File: src/rtl/dspeu_pkg.sv
package dspeu_pkg;
    localparam int DW    = 16;
    localparam int NREG  = 6;
    localparam int NWORD = 8;
    localparam int AW    = 3;
    localparam int UW    = 53;
    localparam int SW    = $clog2(DW);
    localparam int SELW  = $clog2(NWORD);
    localparam int USED  = 3 + 1 + SW + 4 * AW + 7;
    localparam int RSV   = UW - USED;

    typedef enum logic [2:0] {
        OP_ADD = 3'd0, OP_SUB = 3'd1, OP_ACC = 3'd2, OP_CMP = 3'd3,
        OP_MAX = 3'd4, OP_MIN = 3'd5, OP_SHR = 3'd6, OP_PASSB = 3'd7
    } op_e;

    typedef struct packed {
        logic [RSV-1:0] rsv;
        logic           cin_en;
        logic           acc_clr;
        logic           oreg_en;
        logic           b_dly;
        logic           a_dly;
        logic           b_we;
        logic           a_we;
        logic [AW-1:0]  b_wr;
        logic [AW-1:0]  b_rd;
        logic [AW-1:0]  a_wr;
        logic [AW-1:0]  a_rd;
        logic [SW-1:0]  shamt;
        logic           sgn;
        op_e            op;
    } uword_t;
endpackage

File: src/rtl/dspeu_nanostore.sv
module dspeu_nanostore #(
    parameter int W = dspeu_pkg::UW,
    parameter int N = dspeu_pkg::NWORD
) (
    input  logic                 clk,
    input  logic                 rst_n,
    input  logic                 load_en,
    input  logic                 load_bit,
    input  logic [$clog2(N)-1:0] sel,
    output logic [W-1:0]         word
);
    localparam int TOT = N * W;

    logic [TOT-1:0] store_d, store_q;

    always_comb begin
        store_d = store_q;
        if (load_en) store_d = {store_q[TOT-2:0], load_bit};
        word = store_q[int'(sel) * W +: W];
    end

    always_ff @(posedge clk or negedge rst_n) begin
        if (!rst_n) store_q <= '0;
        else        store_q <= store_d;
    end

    // contents change only while shifting
    assert_store_hold_R2: assert property (@(posedge clk) disable iff (!rst_n)
        !load_en |=> $stable(store_q));
endmodule

File: src/rtl/dspeu_regfile.sv
module dspeu_regfile #(
    parameter int DW   = dspeu_pkg::DW,
    parameter int NREG = dspeu_pkg::NREG,
    parameter int AW   = dspeu_pkg::AW
) (
    input  logic          clk,
    input  logic          rst_n,
    input  logic          en,
    input  logic          we,
    input  logic          dly,
    input  logic [AW-1:0] wr_addr,
    input  logic [AW-1:0] rd_addr,
    input  logic [DW-1:0] din,
    output logic [DW-1:0] dout
);
    localparam logic [AW-1:0] NR = AW'(NREG);

    logic [DW-1:0] rf_d [NREG];
    logic [DW-1:0] rf_q [NREG];

    always_comb begin
        for (int i = 0; i < NREG; i++) rf_d[i] = rf_q[i];
        if (en) begin
            if (dly) begin
                rf_d[0] = din;
                for (int i = 1; i < NREG; i++) rf_d[i] = rf_q[i-1];
            end else if (we && wr_addr < NR) begin
                rf_d[wr_addr] = din;
            end
        end
        dout = (rd_addr < NR) ? rf_q[rd_addr] : din;
    end

    always_ff @(posedge clk or negedge rst_n) begin
        if (!rst_n) begin
            for (int i = 0; i < NREG; i++) rf_q[i] <= '0;
        end else begin
            for (int i = 0; i < NREG; i++) rf_q[i] <= rf_d[i];
        end
    end

    // delay mode feeds the chain head from the input
    assert_delay_head_R9: assert property (@(posedge clk) disable iff (!rst_n)
        (en && dly) |=> rf_q[0] == $past(din));

    for (genvar g = 0; g < NREG; g++) begin : g_chk
        // an entry not targeted this cycle keeps its value
        assert_hold_R8: assert property (@(posedge clk) disable iff (!rst_n)
            !(en && (dly || (we && wr_addr == AW'(g)))) |=> $stable(rf_q[g]));
        if (g > 0) begin : g_link
            // each stage takes its predecessor
            assert_delay_link_R9: assert property (@(posedge clk) disable iff (!rst_n)
                (en && dly) |=> rf_q[g] == $past(rf_q[g-1]));
        end
    end
endmodule

File: src/rtl/dspeu_alu.sv
module dspeu_alu
    import dspeu_pkg::*;
(
    input  op_e           op,
    input  logic          sgn,
    input  logic [SW-1:0] shamt,
    input  logic [DW-1:0] a,
    input  logic [DW-1:0] b,
    input  logic [DW-1:0] acc,
    input  logic          cin,
    input  logic          cin_en,
    output logic [DW-1:0] res,
    output logic          cout,
    output logic          gt
);
    logic [DW-1:0] stg [SW+1];
    logic          fill;

    assign fill   = sgn & a[DW-1];
    assign stg[0] = a;

    for (genvar k = 0; k < SW; k++) begin : g_shift
        assign stg[k+1] = shamt[k] ? {{(1 << k){fill}}, stg[k][DW-1:(1 << k)]} : stg[k];
    end

    logic          cin_eff;
    logic [DW-1:0] bb;
    logic [DW:0]   sum;

    always_comb begin
        cin_eff = cin_en ? cin : (op == OP_SUB);
        bb      = (op == OP_SUB) ? ~b : b;
        sum     = {1'b0, a} + {1'b0, bb} + {{DW{1'b0}}, cin_eff};
        gt      = sgn ? ($signed(a) > $signed(b)) : (a > b);
        cout    = 1'b0;
        unique case (op)
            OP_ADD, OP_SUB: begin
                res  = sum[DW-1:0];
                cout = sum[DW];
            end
            OP_ACC:   res = acc + a;
            OP_CMP:   res = a;
            OP_MAX:   res = gt ? a : b;
            OP_MIN:   res = gt ? b : a;
            OP_SHR:   res = stg[SW];
            default:  res = b;
        endcase
    end
endmodule

File: src/rtl/dspeu_top.sv
module dspeu_top
    import dspeu_pkg::*;
(
    input  logic          clk,
    input  logic          rst_n,
    input  logic          cfg_shift_en,
    input  logic          cfg_data,
    input  logic          cfg_commit,
    input  logic [2:0]    gop,
    input  logic [15:0]   opnd_a,
    input  logic [15:0]   opnd_b,
    input  logic          carry_in,
    output logic [15:0]   result,
    output logic          a_gt_b,
    output logic          carry_out
);
    typedef struct packed {
        logic          run;
        logic [DW-1:0] acc;
        logic [DW-1:0] out;
        logic          flag;
    } st_t;

    st_t           st_d, st_q;
    logic [UW-1:0] word;
    uword_t        uw;
    logic [DW-1:0] opa, opb, acc_base, alu_res;
    logic          alu_cout, alu_gt;
    logic          unused_rsv;

    assign uw         = uword_t'(word);
    assign unused_rsv = ^uw.rsv;
    assign acc_base   = uw.acc_clr ? '0 : st_q.acc;

    dspeu_nanostore #(.W(UW), .N(NWORD)) u_store (
        .clk(clk), .rst_n(rst_n), .load_en(cfg_shift_en), .load_bit(cfg_data),
        .sel(gop[SELW-1:0]), .word(word)
    );

    dspeu_regfile #(.DW(DW), .NREG(NREG), .AW(AW)) u_rfa (
        .clk(clk), .rst_n(rst_n), .en(st_q.run), .we(uw.a_we), .dly(uw.a_dly),
        .wr_addr(uw.a_wr), .rd_addr(uw.a_rd), .din(opnd_a), .dout(opa)
    );

    dspeu_regfile #(.DW(DW), .NREG(NREG), .AW(AW)) u_rfb (
        .clk(clk), .rst_n(rst_n), .en(st_q.run), .we(uw.b_we), .dly(uw.b_dly),
        .wr_addr(uw.b_wr), .rd_addr(uw.b_rd), .din(opnd_b), .dout(opb)
    );

    dspeu_alu u_alu (
        .op(uw.op), .sgn(uw.sgn), .shamt(uw.shamt), .a(opa), .b(opb),
        .acc(acc_base), .cin(carry_in), .cin_en(uw.cin_en),
        .res(alu_res), .cout(alu_cout), .gt(alu_gt)
    );

    always_comb begin
        st_d = st_q;
        if (cfg_shift_en)    st_d.run = 1'b0;
        else if (cfg_commit) st_d.run = 1'b1;
        if (st_q.run) begin
            if (uw.op == OP_ACC)  st_d.acc = alu_res;
            else if (uw.acc_clr)  st_d.acc = '0;
            st_d.out  = alu_res;
            st_d.flag = alu_gt;
        end
    end

    always_ff @(posedge clk or negedge rst_n) begin
        if (!rst_n) st_q <= '0;
        else        st_q <= st_d;
    end

    always_comb begin
        result    = '0;
        a_gt_b    = 1'b0;
        carry_out = 1'b0;
        if (st_q.run) begin
            result    = uw.oreg_en ? st_q.out  : alu_res;
            a_gt_b    = uw.oreg_en ? st_q.flag : alu_gt;
            carry_out = alu_cout;
        end
    end

    // idle unit drives nothing
    assert_idle_quiet_R1: assert property (@(posedge clk) disable iff (!rst_n)
        !st_q.run |-> (result == '0 && !a_gt_b && !carry_out));
    // unsigned max never below either operand
    assert_max_bound_R5: assert property (@(posedge clk) disable iff (!rst_n)
        (st_q.run && uw.op == OP_MAX && !uw.sgn) |-> (alu_res >= opa && alu_res >= opb));
    // clear without accumulate leaves zero
    assert_acc_clear_R7: assert property (@(posedge clk) disable iff (!rst_n)
        (st_q.run && uw.acc_clr && uw.op != OP_ACC) |=> st_q.acc == '0);
    // registered output lags the ALU by one cycle
    assert_oreg_lag_R10: assert property (@(posedge clk) disable iff (!rst_n)
        (st_q.run && uw.oreg_en) ##1 (st_q.run && uw.oreg_en) |-> result == $past(alu_res));
endmodule

File: config.mk
export PLATFORM = sky130hd
export DESIGN_NAME = dspeu_top
export DESIGN_NICKNAME = d
export VERILOG_FILES = /design/src/rtl/dspeu_pkg.sv /design/src/rtl/dspeu_nanostore.sv /design/src/rtl/dspeu_regfile.sv /design/src/rtl/dspeu_alu.sv /design/src/rtl/dspeu_top.sv
export SDC_FILE = /design/constraint.sdc
export NUM_CORES = 1
export LEC_CHECK = 0
export BUFFER_PORTS_ARGS = -buffer_cell sky130_fd_sc_hd__buf_2
export CAP_MARGIN = 20
export CORE_MARGIN = 1
export CORE_UTILIZATION = 50
export CTS_CLUSTER_DIAMETER = 200
export DETAILED_ROUTE_END_ITERATION = 10
export GPL_TIMING_DRIVEN = 0
export HOLD_SLACK_MARGIN = 0.05
export MAX_ROUTING_LAYER = met4
export PLACE_DENSITY = 0.75
export SYNTH_ARGS = -nofsm -noshare
export SYNTH_HDL_FRONTEND = slang
export SYNTH_SLANG_ARGS = --single-unit
File: constraint.sdc
create_clock -name clk -period 16.5 [get_ports clk]
set_clock_uncertainty 0.2 [all_clocks]
set_input_delay 1.65 -clock clk [delete_from_list [all_inputs] [get_ports clk]]
set_output_delay 1.65 -clock clk [all_outputs]
set_load 0.03 [all_outputs]
==> results.yml <==
outcome:
  status: "finished, final reports clean"
global_routing:
  grt_pass1_wl_um: 141000
  grt_usage_pct: 29.7
  first_global_vias: 24040
  grt_max_degree: 129
  grt.overflow.total: 0
  antenna_found_initial: 2
power:
  p_seq_share_pct: 39.9
  power_frac_clock_pct: 37.6
  switching_power_mw: 1.32
  power.internal_mw: 2.90
  p_sw_share_pct: 31.2
  comb_power_share_pct: 22.6
  p_leak_nw: 16.4
  irDropWorstVdd_v: 0.0000808
  p_per_area_nw_per_um2: 120
sta:
  holdWs_ns: 0.282
  finalSetupTns_ns: 0
  setup_viol: 0
  hold_viol: 0
  drv_slew: 0
  maxSlewHeadroom_pct: 19.9
  fin_crit_ns: 11.46
  period_share_pct: 69.4
  worstMarginPinSlew_ns: 1.19
  rsz0062_at_grt: "no"
  fmax_ghz: 0.0873
synthesis:
  seq_area_frac_synth_pct: 50.0
  synth_nets: 2923
  synth_top_area_share_pct: 50.0
  synth_async_sr_flop_share_pct: 100
  synth_top_cell_by_area: "dfrtp_1"
  syn_inst: 2833
  syn_area_per_cell_um2: 11.0
  yosysWarnings: 0
  synth_area_um2: 31200
  ys.flop_type: "dfrtp_1"
  synth_edf_count: 0
  synth.area.top_cells: "dfrtp_1 (50%), mux2_2 (16%), mux4_2 (4.3%)"
  ys_seq_elements: 624
  synth_cell_types: 76
layout:
  fin_util_pct: 56.8
  finalNetCount: 3056
  drive_above_1_share_pct: 23.8
  layout-area-overhead-vs-synth_pct: 12.2
  fillers: 5100
  final_cell_area_um2: 35000
routing:
  drc: 0
  drt_pass1_iterations: 9
  wl_per_cell_um: 23.5
  vias_per_cell: 6.22
  drt_iter0_markers: 2325
  num_vias: 23982
  antenna_left: 0
  wl_um: 90500
placement:
  gp_congestion: 1.02
  io_buffer_count: 55
  hpwlAfterDp_um: 63600
  dpl_cell_area_um2: 32700
setup_path:
  crit_path_end_kind: "output pin"
  crit_type: "input port to output pin"
  crit_arrival_ns: 9.61
  start_kind: "input port"
  crit_required_ns: 14.65
  crit_fanout: 10
floorplan:
  fp.dieH_um: 252
  io_pins: 59
  row_count: 91
  die_w_um: 252
  start_util_pct: 50.6
  design.die.area_um2: 63500
  core_area_um2: 61700
clock_tree:
  cts_tree: "built"
  cts_resized: 0
  clock_latency_ns: 0.62
  clock_tree.buffer_depth: 3
  post_cts_buffers: 0
  clkTransAtPathRegs_ns: 0.06
  cts_buffers: 69
  clock-root-buffer: "clkbuf_16"
  h-tree-depth: 3
  cts_sinks: 624
  cts-hold-fix-buffers: 0
job:
  max_cap_violations: 0
min_path:
  hp-class: "register to register"
flip-flops by register name, indices dropped and copies added (netlist names):
name and cells:
u_rfb.rf_q 96, u_store.store_q 398, st_q 34, u_rfa.rf_q 96
final cells by class:
cell class	instances	area [um^2]	area share, %
buffer	174	727	2.07
inverter	50	188	0.536
clock inverter	19	253	0.721
clock buffer	104	2070	5.92
antenna	2	5.00	0.0143
tap	837	1050	2.99
multi-input combinational	1985	14700	41.9
sequential	624	15600	44.6
timing repair buffer	62	438	1.25
power groups by stage:
stage	clock (mW)	sequential (mW)	combinational, mW
after CTS	1.61	1.68	0.933
final	1.58	1.68	0.951
after floorplan	0	1.68	0.616
after global placement	0	1.70	0.906
after detailed placement	0	1.70	0.927
after global routing	1.66	1.69	1.02
worst max-delay path, cell delays in order:
cell,delay (ns)
buf_2,0.23
buf_2,0.38
buf_1,0.69
mux4_2,0.42
mux2i_1,0.45
clkbuf_1,0.63
a311oi_1,0.10
a31oi_1,0.58
ha_1,0.38
a22oi_1,0.18
nand2_1,0.07
o32ai_1,0.70
o2111ai_1,0.51
o211a_1,0.44
or3_1,0.37
nand3_1,0.43
o221ai_1,0.41
a211oi_1,0.47
a21oi_1,0.21
buf_2,0.26
metrics by stage:
stage / cells / setup WS, ns / total power, mW
after global placement: 3725 / 1.23 / 2.61
after detailed placement: 3731 / 5.40 / 2.63
after floorplan: 2833 / 7.76 / 2.30
final: 3857 / 5.04 / 4.22
after global routing: 3857 / 4.98 / 4.37
after CTS: 3854 / 5.36 / 4.22
per-layer routing:
layer / global-route usage [%] / vias to the layer above / wire length [um]
li1: - / 10563 / -
met1: 40.2 / 12125 / 38500
met2: 45.4 / 1086 / 41900
met3: 5.03 / 208 / 7300
met4: 9.97 / 0 / 2770
met5: - / - / 0
cells by family (layout without fill, tap and decap cells):
family / Yosys count / after routing / share of synthesized area, %
AND/OR/NAND/NOR: 678 / 678 / 9.10
AO/OA/AOI/OAI: 666 / 666 / 12.9
flip-flops: 624 / 624 / 50.0
multiplexers: 553 / 553 / 21.9
buffers and inverters: 224 / 409 / 2.93
adder cells (fa/ha/maj): 49 / 49 / 2.04
XOR/XNOR: 39 / 39 / 1.09
other: 0 / 2 / 0
Yosys cell counts (9+ instances only):
library cell  instances
xor2_1               11
inv_1                49
mux2i_1              56
a21oi_1             196
a311oi_1             24
a211oi_1             24
o22ai_1              43
ha_1                 46
xnor2_1              28
buf_1                21
a31oi_1              35
dfrtp_1             624
nand3_1              53
mux2_2              434
nand2_1             354
nor3_1               31
o221ai_1              9
nor2_1              168
buf_2                29
o21ai_0             202
mux4_2               59
and2_1               25
a22oi_1              37
clkbuf_1            115
a21o_1               13
cell usage in the layout (no fill, tap or decap), types with 46 or more instances in the layout:
cell | netlist | routed
nor2_1 | 168 | 168
inv_1 | 49 | 49
o21ai_0 | 202 | 202
clkbuf_16 | 0 | 73
a21oi_1 | 196 | 196
mux2i_1 | 56 | 56
buf_2 | 29 | 83
ha_1 | 46 | 46
dfrtp_1 | 624 | 624
nand2_1 | 354 | 354
mux4_2 | 59 | 59
nand3_1 | 53 | 53
mux2_2 | 434 | 434
clkbuf_1 | 115 | 133
final timing paths:
kind / startpoint / endpoint / slack [ns] / cells past startpoint
worst min-delay path: u_rfa.rf_q[10] / u_rfa.rf_q[10] / 0.28 / 2
worst min register to register: u_rfa.rf_q[10] / u_rfa.rf_q[10] / 0.28 / 2
min in group asynchronous: rst_n / u_rfa.rf_q[23] / 0.75 / 1
worst max-delay path: gop[1] / result[0] / 5.04 / 20
worst max register to register: u_store.store_q[381] / st_q[1] / 8.98 / 18
max in group asynchronous: rst_n / u_store.store_q[189] / 13.37 / 4
Power figures use the tool's default switching activity.
